**src/rtl/wdog_pkg.sv**
```systemverilog
package wdog_pkg;
  localparam int DW      = 16;
  localparam int TMO_W   = 8;
  localparam int TMO_LSB = 8;
  localparam int CNT_W   = TMO_W + 1;
  localparam int THR_W   = 8;
  localparam int AW      = 3;

  localparam logic [AW-1:0] A_CTRL = 3'd0;
  localparam logic [AW-1:0] A_SVC  = 3'd1;
  localparam logic [AW-1:0] A_STAT = 3'd2;
  localparam logic [AW-1:0] A_ICTL = 3'd3;
  localparam logic [AW-1:0] A_MISC = 3'd4;

  localparam int B_EN   = 2;
  localparam int B_TLK  = 3;
  localparam int B_SRS  = 4;
  localparam int B_WDA  = 5;
  localparam int B_FLAG = 14;
  localparam int B_PEN  = 15;

  localparam logic [DW-1:0] SEQ_A   = 16'h5555;
  localparam logic [DW-1:0] SEQ_B   = 16'hAAAA;
  localparam logic [DW-1:0] CTL_RST = 16'h0030;
  localparam logic [DW-1:0] STAT_SW = 16'h0001;
  localparam logic [DW-1:0] STAT_TO = 16'h0002;
endpackage

```
**src/rtl/wdog_rst_sync.sv**
```systemverilog
module wdog_rst_sync (
  input  logic clk,
  input  logic rst_n_in,
  output logic rst_n_out
);
  logic [1:0] sync_q;

  always_ff @(posedge clk or negedge rst_n_in) begin
    if (!rst_n_in) sync_q <= 2'b00;
    else           sync_q <= {sync_q[0], 1'b1};
  end

  assign rst_n_out = sync_q[1];
endmodule

```
**src/rtl/wdog_count.sv**
```systemverilog
module wdog_count
  import wdog_pkg::*;
(
  input  logic             clk,
  input  logic             rst_n,
  input  logic             tick,
  input  logic             start,
  input  logic             reload,
  input  logic             en,
  input  logic [TMO_W-1:0] tmo,
  output logic [CNT_W-1:0] cnt_q,
  output logic [CNT_W-1:0] cnt_d,
  output logic             run_d,
  output logic             dec,
  output logic             expire_hit
);
  logic             run_q;
  logic             live;
  logic [CNT_W-1:0] full;

  always_comb begin
    live       = en && (tmo != '0);
    full       = {1'b0, tmo} + CNT_W'(1);
    dec        = tick && run_q && !start && !reload;
    expire_hit = dec && (cnt_q == CNT_W'(1));
    cnt_d      = cnt_q;
    run_d      = run_q;
    if (start) begin
      run_d = live;
      cnt_d = live ? full : '0;
    end else if (reload) begin
      if (live) cnt_d = full;
    end else if (dec) begin
      cnt_d = cnt_q - CNT_W'(1);
      run_d = (cnt_q != CNT_W'(1));
    end
  end

  always_ff @(posedge clk or negedge rst_n) begin
    if (!rst_n) begin
      cnt_q <= '0;
      run_q <= 1'b0;
    end else begin
      cnt_q <= cnt_d;
      run_q <= run_d;
    end
  end

  p_run_nonzero_r2: assert property (@(posedge clk) disable iff (!rst_n)
    run_q |-> (cnt_q != '0));
  p_dec_step_r2: assert property (@(posedge clk) disable iff (!rst_n)
    dec |=> (cnt_q == $past(cnt_q) - CNT_W'(1)));
endmodule

```
**src/rtl/wdog_pto.sv**
```systemverilog
module wdog_pto
  import wdog_pkg::*;
(
  input  logic             clk,
  input  logic             rst_n,
  input  logic             arm_evt,
  input  logic             dec,
  input  logic             pen,
  input  logic [THR_W-1:0] thr,
  input  logic [CNT_W-1:0] cnt_q,
  input  logic [CNT_W-1:0] cnt_d,
  input  logic             run_d,
  output logic             fire_hit
);
  logic             armed_q, armed_d, armed_eff;
  logic [CNT_W-1:0] thr_x;

  always_comb begin
    thr_x     = {1'b0, thr};
    armed_eff = arm_evt ? (pen && (cnt_q > thr_x)) : armed_q;
    fire_hit  = dec && armed_eff && ((cnt_q - CNT_W'(1)) == thr_x);
    if (fire_hit)     armed_d = 1'b0;
    else if (arm_evt) armed_d = run_d && pen && (cnt_d > thr_x);
    else              armed_d = armed_q;
  end

  always_ff @(posedge clk or negedge rst_n) begin
    if (!rst_n) armed_q <= 1'b0;
    else        armed_q <= armed_d;
  end

  p_fire_lands_r8: assert property (@(posedge clk) disable iff (!rst_n)
    fire_hit |=> (cnt_q == {1'b0, $past(thr)}));
  p_fire_needs_en_r10: assert property (@(posedge clk) disable iff (!rst_n)
    fire_hit |-> pen);
endmodule

```
**src/rtl/wdog_regs.sv**
```systemverilog
module wdog_regs
  import wdog_pkg::*;
#(
  parameter bit               PTO_EN  = 1'b1,
  parameter logic [THR_W-1:0] THR_DEF = 8'h04
) (
  input  logic             clk,
  input  logic             rst_n,
  input  logic             bus_sel,
  input  logic             bus_wr,
  input  logic [AW-1:0]    bus_addr,
  input  logic [DW-1:0]    bus_wdata,
  input  logic             expire_hit,
  input  logic             fire_hit,
  output logic [DW-1:0]    bus_rdata,
  output logic             ctl_en,
  output logic [TMO_W-1:0] ctl_tmo,
  output logic             pen,
  output logic [THR_W-1:0] thr,
  output logic             start_q,
  output logic             reload_q,
  output logic             arm_q,
  output logic             rst_req,
  output logic             irq
);
  logic [DW-1:0]    ctl_q, ctl_d, ctl_eff, svc_q, svc_d, stat_q, stat_d;
  logic [THR_W-1:0] thr_q, thr_d;
  logic             pen_q, pen_d, flag_q, flag_d, ilk_q, ilk_d, pd_q, pd_d;
  logic             rst_q, rst_d, start_d, reload_d, arm_d;
  logic             ctl_we, svc_we, ictl_we, misc_we, sw_hit, imm_hit;

  always_comb begin
    ctl_we  = bus_sel && bus_wr && (bus_addr == A_CTRL);
    svc_we  = bus_sel && bus_wr && (bus_addr == A_SVC);
    ictl_we = bus_sel && bus_wr && (bus_addr == A_ICTL) && PTO_EN;
    misc_we = bus_sel && bus_wr && (bus_addr == A_MISC);

    ctl_eff = bus_wdata;
    if (ctl_q[B_TLK]) begin
      ctl_eff[TMO_LSB +: TMO_W] = ctl_q[TMO_LSB +: TMO_W];
      ctl_eff[B_TLK]            = 1'b1;
    end
    if (ctl_q[B_EN]) ctl_eff[B_EN] = 1'b1;
    ctl_eff[B_SRS] = 1'b1;
    ctl_d   = ctl_we ? ctl_eff : ctl_q;

    sw_hit  = ctl_we && !bus_wdata[B_SRS];
    imm_hit = ctl_we && ((!bus_wdata[B_WDA] && !bus_wdata[B_SRS]) ||
                         (ctl_eff[B_EN] && (ctl_eff[TMO_LSB +: TMO_W] == '0)));
    if (sw_hit)          stat_d = STAT_SW;
    else if (expire_hit) stat_d = STAT_TO;
    else                 stat_d = stat_q;
    rst_d    = imm_hit || (expire_hit && ctl_q[B_EN]);

    svc_d    = svc_we ? bus_wdata : svc_q;
    reload_d = svc_we && (svc_q == SEQ_A) && (bus_wdata == SEQ_B);
    start_d  = ctl_we;
    arm_d    = ictl_we;

    pen_d  = pen_q;
    thr_d  = thr_q;
    flag_d = flag_q;
    ilk_d  = ilk_q;
    if (ictl_we) begin
      if (!ilk_q) begin
        pen_d = bus_wdata[B_PEN];
        thr_d = bus_wdata[THR_W-1:0];
      end
      if (bus_wdata[B_FLAG]) flag_d = 1'b0;
      ilk_d = 1'b1;
    end
    if (fire_hit) flag_d = 1'b1;

    pd_d = misc_we ? bus_wdata[0] : pd_q;
  end

  always_ff @(posedge clk or negedge rst_n) begin
    if (!rst_n) begin
      ctl_q    <= CTL_RST;
      svc_q    <= '0;
      stat_q   <= '0;
      thr_q    <= THR_DEF;
      pen_q    <= 1'b0;
      flag_q   <= 1'b0;
      ilk_q    <= 1'b0;
      pd_q     <= 1'b1;
      rst_q    <= 1'b0;
      start_q  <= 1'b0;
      reload_q <= 1'b0;
      arm_q    <= 1'b0;
    end else begin
      ctl_q    <= ctl_d;
      svc_q    <= svc_d;
      stat_q   <= stat_d;
      thr_q    <= thr_d;
      pen_q    <= pen_d;
      flag_q   <= flag_d;
      ilk_q    <= ilk_d;
      pd_q     <= pd_d;
      rst_q    <= rst_d;
      start_q  <= start_d;
      reload_q <= reload_d;
      arm_q    <= arm_d;
    end
  end

  always_comb begin
    case (bus_addr)
      A_CTRL:  bus_rdata = ctl_q;
      A_SVC:   bus_rdata = svc_q;
      A_STAT:  bus_rdata = stat_q;
      A_ICTL:  bus_rdata = {pen_q, flag_q, {(DW-THR_W-2){1'b0}}, thr_q};
      A_MISC:  bus_rdata = {{(DW-1){1'b0}}, pd_q};
      default: bus_rdata = '0;
    endcase
  end

  assign ctl_en  = ctl_q[B_EN];
  assign ctl_tmo = ctl_q[TMO_LSB +: TMO_W];
  assign pen     = pen_q;
  assign thr     = thr_q;
  assign rst_req = rst_q;
  assign irq     = flag_q;

  p_en_sticky_r4: assert property (@(posedge clk) disable iff (!rst_n)
    ctl_q[B_EN] |=> ctl_q[B_EN]);
  p_tmo_frozen_r5: assert property (@(posedge clk) disable iff (!rst_n)
    ctl_q[B_TLK] |=> (ctl_q[B_TLK] && $stable(ctl_q[TMO_LSB +: TMO_W])));
  p_srs_high_r6: assert property (@(posedge clk) disable iff (!rst_n)
    ctl_q[B_SRS]);
  p_ictl_frozen_r11: assert property (@(posedge clk) disable iff (!rst_n)
    ilk_q |=> $stable({pen_q, thr_q}));
  p_irq_source_r8: assert property (@(posedge clk) disable iff (!rst_n)
    $rose(flag_q) |-> $past(fire_hit));
endmodule

```
**src/rtl/svc_watchdog.sv**
```systemverilog
module svc_watchdog
  import wdog_pkg::*;
#(
  parameter bit               PTO_EN  = 1'b1,
  parameter logic [THR_W-1:0] THR_DEF = 8'h04
) (
  input  logic          clk,
  input  logic          rst_n,
  input  logic          tick,
  input  logic          bus_sel,
  input  logic          bus_wr,
  input  logic [AW-1:0] bus_addr,
  input  logic [DW-1:0] bus_wdata,
  output logic [DW-1:0] bus_rdata,
  output logic          rst_req,
  output logic          irq
);
  logic             rst_ni;
  logic             ctl_en, pen, start_q, reload_q, arm_q;
  logic [TMO_W-1:0] ctl_tmo;
  logic [THR_W-1:0] thr;
  logic [CNT_W-1:0] cnt_q, cnt_d;
  logic             run_d, dec, expire_hit, fire_hit;

  wdog_rst_sync u_sync (.clk(clk), .rst_n_in(rst_n), .rst_n_out(rst_ni));

  wdog_regs #(.PTO_EN(PTO_EN), .THR_DEF(THR_DEF)) u_regs (
    .clk(clk), .rst_n(rst_ni), .bus_sel(bus_sel), .bus_wr(bus_wr),
    .bus_addr(bus_addr), .bus_wdata(bus_wdata), .expire_hit(expire_hit),
    .fire_hit(fire_hit), .bus_rdata(bus_rdata), .ctl_en(ctl_en),
    .ctl_tmo(ctl_tmo), .pen(pen), .thr(thr), .start_q(start_q),
    .reload_q(reload_q), .arm_q(arm_q), .rst_req(rst_req), .irq(irq));

  wdog_count u_count (
    .clk(clk), .rst_n(rst_ni), .tick(tick), .start(start_q),
    .reload(reload_q), .en(ctl_en), .tmo(ctl_tmo), .cnt_q(cnt_q),
    .cnt_d(cnt_d), .run_d(run_d), .dec(dec), .expire_hit(expire_hit));

  generate
    if (PTO_EN) begin : g_pto
      wdog_pto u_pto (
        .clk(clk), .rst_n(rst_ni), .arm_evt(start_q | arm_q), .dec(dec),
        .pen(pen), .thr(thr), .cnt_q(cnt_q), .cnt_d(cnt_d),
        .run_d(run_d), .fire_hit(fire_hit));
    end else begin : g_no_pto
      assign fire_hit = 1'b0;
    end
  endgenerate
endmodule

```
**config.mk**
```make
export PLATFORM = sky130hd
export DESIGN_NAME = svc_watchdog
export DESIGN_NICKNAME = d
export VERILOG_FILES = /design/src/rtl/wdog_pkg.sv /design/src/rtl/wdog_rst_sync.sv /design/src/rtl/wdog_count.sv /design/src/rtl/wdog_pto.sv /design/src/rtl/wdog_regs.sv /design/src/rtl/svc_watchdog.sv
export SDC_FILE = /design/constraint.sdc
export NUM_CORES = 1
export LEC_CHECK = 0
export ABC_AREA = 1
export BUFFER_PORTS_ARGS = -buffer_cell sky130_fd_sc_hd__buf_2
export CORE_MARGIN = 3
export CORE_UTILIZATION = 50
export CTS_CLUSTER_SIZE = 16
export DETAILED_ROUTE_END_ITERATION = 8
export HOLD_SLACK_MARGIN = 0.12
export PLACE_DENSITY = 0.73
export SYNTH_ARGS = -nofsm -noshare
export SYNTH_HDL_FRONTEND = slang
export SYNTH_SLANG_ARGS = --single-unit
```
**constraint.sdc**
```tcl
create_clock -name clk -period 1.65 [get_ports clk]
set_input_delay 0.33 -clock clk [delete_from_list [all_inputs] [get_ports clk]]
set_output_delay 0.33 -clock clk [all_outputs]
set_load 0.01 [all_outputs]
```
==> metrics.txt, run 1 <==
Worst setup EP type=flip-flop; I/O Buffers=41; Via Count=4271; DP Wirelength=9680 µm; pins over their slew limit=0; biggest area consumer among synthesized cells=dfrtp_1; Synth Net Count=567; PwrDens=between 1000 and 1500 nW/µm²; Largest delay share family, worst path=simple AND/OR/NAND/NOR gates; H-tree levels=3; max-cap violation count=0; cell row count=31; drt drc=0; CP Cell Sequence=inv_2 > ha_4 > nand2_4 > o21ai_4 > nand2_2 > inv_2 > a21oi_1 > a31oi_1 > ha_1 > nand2_2 > inv_1 > nand2_1 > nand3_1 > nand2_1 > nand2_1 > nand2_1 > nand2_1 > nand2_1 > nand2_1 > nand2_1 > a21oi_2; Layout Cells excl Fill=783; status=finished, violations left; Tmin final=around 2.5 ns; clock root buffer=clkbuf_8; core area=~7400 µm²; worst setup path class=flip-flop to flip-flop; post-synthesis async set-or-reset flop share=100%; share of layout cells above drive strength 1=36.8%; Commonest cells post-synth=nand2_1, inv_1, o21ai_0, dfrtp_1, nor2_1; pin count of the biggest net entering global routing=61; CTS Buf Count=9; clk buf depth=2; post-synth cell types=44; final period utilization=151%; Top FF cell, synth=dfrtp_1; grt total ovfl=0; routability congestion estimate=1.01; Tightest Hold Check Type=input port to flip-flop; Post-Place Cells=about 760; area of placed instances=5020 µm²; # setup viols final=7; P&R area growth vs syn=43.4%; Initial Util=between 50 and 60%; crit-path most repeated cell=nand2_1; Hold Slack=around 0.25 ns; number of flops mapped to enable cells by yosys=0; mean routed wirelength per cell=16.7 µm; Final nets=723; Iteration-0 DRC Markers=slightly below 300; Ports=42; count leader, synth=nand2_1; DIE AREA=8940 µm²; Leakage=2.78 nW; Cells after Synth=523; setup ws final=-0.843 ns; sequential share of the synthesized area=39.7%; Reg2Reg Setup Slack=-0.84 ns; drt via density=5.45; CTS tree=done; Critical Path RT=1.89 ns; share of the synthesized area in the top cell type=37.7%; Peak VDD IR=670 µV; RSZ-0062 raised after global routing=true; YS warnings=0; CP max stage cell=dfrtp_1; Die Width=94.5 µm; Power, Total=6.46 mW; Yosys reg bits=62; total global-route track usage=29.7%; first-pass GRT wire length=around 20000 µm; vias in the first global route=4070; First-pass DRT Iterations=5; Worst setup SP type=flip-flop; Hold Vio Cnt, Final=0; Antenna Violating Nets Remaining=0; Post-Layout Inst Area=5620 µm²; critical path's largest stage delay=0.42 ns; Clock Latency Late Sink=0.35 ns; largest cells by area after synthesis=dfrtp_1, nand2_1, o21ai_0; Worst-path clk slew=0.08 ns; failing checks=negative setup slack; antenna violations before repair=0; f_max=between 400 and 500 MHz; final design utilization=between 70% and 80%; arrival time worst endpoint=2.73 ns; largest fanout on the critical path=6; drt total wl=13100 µm; WP buf/inv=3; CTS Sinks=between 60 and 70; Final Skew=0.0195 ns; post-synthesis cell area=3920 µm²; # diodes=0; Die Y=between 90 and 100 µm; Mapped Avg Cell Area=about 7.5 µm²
## per-stage QoR
stage | setup WS (ns) | setup TNS (ns)
floorplan | -0.665 | -0.665
global placement | -0.784 | -1.24
detailed placement | -0.876 | -1.55
CTS | -0.780 | -1.03
global route | -1.01 | -2.23
finish | -0.843 | -1.36
## cells by family (layout without fill, tap and decap cells)
group,count (synthesis),in the layout,synth area share (%)
AO/OA/AOI/OAI,114,114,16.8
XOR/XNOR,5,5,1.47
adder cells (fa/ha/maj),20,20,6.39
buffers and inverters,93,254,9.39
flip-flops,62,62,39.7
other,1,1,0.0957
AND/OR/NAND/NOR,228,228,26.1
## worst paths after layout
check,cells after the start,from,endpoint
setup / recovery,21,u_regs.ctl_q[8],g_pto.u_pto.armed_q
max in group asynchronous,1,u_sync.sync_q[1],u_regs.thr[2]
hold reg to reg,1,u_sync.sync_q[1],u_regs.ctl_q[7]
setup reg to reg,21,u_regs.ctl_q[8],g_pto.u_pto.armed_q
min in group asynchronous,1,u_sync.sync_q[1],u_regs.ctl_q[7]
hold / removal,2,bus_wdata[5],u_regs.rst_req
## worst reg2reg max path, stage by stage, from the launching register on
cell and delay, ns:
dfrtp_1 0.42, inv_2 0.09, ha_4 0.13, nand2_4 0.05, o21ai_4 0.22, nand2_2 0.10, inv_2 0.09, a21oi_1 0.08
a31oi_1 0.23, ha_1 0.28, nand2_2 0.07, inv_1 0.04, nand2_1 0.05, nand3_1 0.08, nand2_1 0.06, nand2_1 0.05
nand2_1 0.06, nand2_1 0.05, nand2_1 0.05, nand2_1 0.05, nand2_1 0.07, a21oi_2 0.05
## what timing repair did
| action | 4_1_cts | 5_1_grt |
|---|---|---|
| resized for setup | 36 | 56 |
| hold buffers | 1 | 0 |
| endpoints found under the setup margin | 14 | 24 |
| endpoints found under the hold margin | 2 | 0 |
| pin swaps | 7 | 17 |
| buffers inserted | 3 | 9 |
## placed cells by master (no fill, tap or decap), types with 6 or more instances in the layout
cell,instances
nor2_1,27
clkbuf_8,11
o21ai_1,7
buf_2,38
nor4_1,6
inv_1,62
nand2_2,8
nand4_1,11
buf_6,15
o21ai_0,54
dfrtp_1,57
o221ai_2,8
nand2_1,125
nand3_1,25
ha_1,15
buf_4,100
inv_2,13
nor2_2,7
a21oi_1,17
## per-layer routing
| layer | GRT usage (%) | vias up | share of wire, % |
|---|---|---|---|
| li1 | - | 2058 | - |
| met1 | 39.0 | 2002 | 43 |
| met2 | 48.8 | 173 | 48 |
| met3 | 4.38 | 38 | 5.6 |
| met4 | 12.9 | 0 | 4.0 |
| met5 | 0 | - | 0 |
## layout make-up
type / instances / area (µm²)
clock buffers: 13 / 159
clock inverters: 3 / 20.0
fillers: 572 / 1790
inverters: 81 / 325
multi-input cells: 368 / 2260
flip-flops and latches: 62 / 1560
well taps: 99 / 124
repair buffers: 157 / 1170
## power by group
group          total (mW)  internal, mW  switching [mW]
logic                3.18          1.55            1.63
registers            2.03          1.78           0.257
clock network        1.24         0.626           0.613
## registers in the layout (all words and copies together) (netlist names), 2 cells and up
signal / flops
u_regs.stat_q: 2
u_count.cnt_q: 9
u_regs.ctl_q: 15
u_sync.sync_q: 2
u_regs.svc_q: 16
u_regs.thr: 8
No activity file was read; power rests on OpenSTA's default activity.
==> run 2, diff against run 1 <==
--- a/config.mk
+++ b/config.mk
@@ -8,11 +8,12 @@
 export ABC_AREA = 1
 export BUFFER_PORTS_ARGS = -buffer_cell sky130_fd_sc_hd__buf_2
 export CORE_MARGIN = 3
-export CORE_UTILIZATION = 50
+export CORE_UTILIZATION = 54
 export CTS_CLUSTER_SIZE = 16
 export DETAILED_ROUTE_END_ITERATION = 8
 export HOLD_SLACK_MARGIN = 0.12
-export PLACE_DENSITY = 0.73
+export PLACE_DENSITY = 0.78
+export SKIP_CTS_REPAIR_TIMING = 1
 export SYNTH_ARGS = -nofsm -noshare
 export SYNTH_HDL_FRONTEND = slang
 export SYNTH_SLANG_ARGS = --single-unit
==> metrics.txt, run 2 (synthesis results as in run 1) <==
Tmin final=roughly 2.5 ns; Hold Crit Endpoint=u_regs.rst_req; f_max=392 MHz; Final Skew=0.0165 ns; # setup viols final=8; Worst setup SP type=flip-flop; final design utilization=82.0%; Reg with most FFs=u_regs.svc_q; Antenna Violating Nets Remaining=0; Clock Latency Late Sink=0.35 ns; drt total wl=13700 µm; Final nets=723; Hold Slack=0.241 ns; Ports=42; antenna violations before repair=0; # diodes=0; Worst-path clk slew=0.08 ns; vias in the first global route=4198; Worst setup EP type=flip-flop; CTS Buf Count=9; P&R area growth vs syn=44.5%; first-pass GRT wire length=a little over 20000 µm; final period utilization=154%; CP startpoint=u_regs.ctl_q[8]; Regs by FF count=u_regs.svc_q: 16 flops, u_regs.ctl_q: 15 flops, u_count.cnt_q: 9 flops; H-tree levels=3; Initial Util=56.7%; clk buf depth=2; worst hold start=bus_wdata[5]; total global-route track usage=30.9%; most frequent cells in the layout=nand2_1, buf_4, inv_1, dfrtp_1, o21ai_0; max-cap violation count=0; DP Wirelength=9790 µm; clock root buffer=clkbuf_8; sequential cell area=1560 µm²; I/O Buffers=about 40; R2R cell count=21; First-pass DRT Iterations=5; RR Startpoint=u_regs.ctl_q[8]; FILL cells=468; commonest non-fill, non-tap cell in the layout=nand2_1; setup_tns=-1.42 ns; setup ws final=-0.898 ns; worst setup path class=flip-flop to flip-flop; Die Width=just over 90 µm; DIE AREA=8310 µm²; Iteration-0 DRC Markers=around 370; Leakage=2.79 nW; Hold Vio Cnt, Final=0; Die Y=91.2 µm; pins over their slew limit=0; mean routed wirelength per cell=17.6 µm; number of flip-flops in the largest register=16; Tightest Hold Check Type=input port to flip-flop; pin count of the biggest net entering global routing=61; Layout Cells excl Fill=780; failing checks=negative setup slack; Critical Path RT=1.89 ns; Power, Total=6.59 mW; Peak VDD IR=759 µV; grt total ovfl=0; RSZ-0062 raised after global routing=true; Via Count=4483; arrival time worst endpoint=around 2.8 ns; drt via density=5.75; drt drc=0; Reg2Reg Setup Slack=-0.90 ns; area of the multi-input gates=roughly 2300 µm²; core area=6910 µm²; status=finished, violations left; CTS tree=done; PwrDens=approximately 1200 nW/µm²; cell row count=30; routability congestion estimate=0.962; worst hold stages=2; CTS Sinks=62; r2r endpoint=g_pto.u_pto.armed_q; largest fanout on the critical path=5; Post-Place Cells=748; share of layout cells above drive strength 1=40.2%
-- run 2: cell types whose count changed in the layout (fill, tap and decap cells not counted), moves of 4 or more --
cell     before  now
buf_6        15   19
buf_4       100   96
nand2_2       8   16
nand2_1     125  116
nand3_2       4    8
o21ai_2       4    8
-- run 2: report_power, final --
| group | internal (mW) | total [mW] | switching, mW |
|---|---|---|---|
| logic | 1.56 | 3.30 | 1.74 |
| clock network | 0.626 | 1.25 | 0.627 |
| registers | 1.78 | 2.04 | 0.259 |
| total | 3.97 | 6.59 | 2.62 |
-- run 2: worst max-delay path by stage --
stage and to:
3_5_place_dp g_pto.u_pto.armed_q, 6_report g_pto.u_pto.armed_q, 3_3_place_gp g_pto.u_pto.armed_q, 2_1_floorplan g_pto.u_pto.armed_q, 5_1_grt g_pto.u_pto.armed_q, 4_1_cts g_pto.u_pto.armed_q
-- run 2: cell type report --
| class | count | share of cell area [%] |
|---|---|---|
| inverters | 81 | 5.81 |
| clock buffers | 13 | 2.81 |
| multi-input cells | 368 | 40.6 |
| repair buffers | 157 | 20.8 |
| flip-flops and latches | 62 | 27.5 |
| well taps | 96 | 2.12 |
| clock inverters | 3 | 0.354 |
-- run 2: critical path: stages, from the launching register on --
cell	delay, ns
dfrtp_1	0.41
inv_2	0.10
ha_4	0.15
nand2_4	0.05
o21ai_4	0.21
nand2_2	0.11
inv_2	0.09
a21oi_1	0.07
a31oi_1	0.22
ha_1	0.29
nand2_2	0.10
nor2_2	0.05
nand2_1	0.07
nand3_2	0.07
nand2_2	0.07
nand2_2	0.04
nand2_1	0.06
nand2_1	0.04
nand2_1	0.05
nand2_1	0.06
nand2_2	0.07
a21oi_2	0.05
-- run 2: routing by layer --
metal	wire length, µm	track usage, %
met5	0	0
met4	703	14.9
met3	886	4.56
met2	6690	50.0
met1	5420	40.5
-- run 2: stage by stage --
step | cell area [µm²] | worst slack, ns
floorplan | 3940 | -0.665
global placement | 4970 | -0.701
detailed placement | 4970 | -0.804
CTS | 5150 | -0.837
global route | 5660 | -1.08
finish | 5660 | -0.898
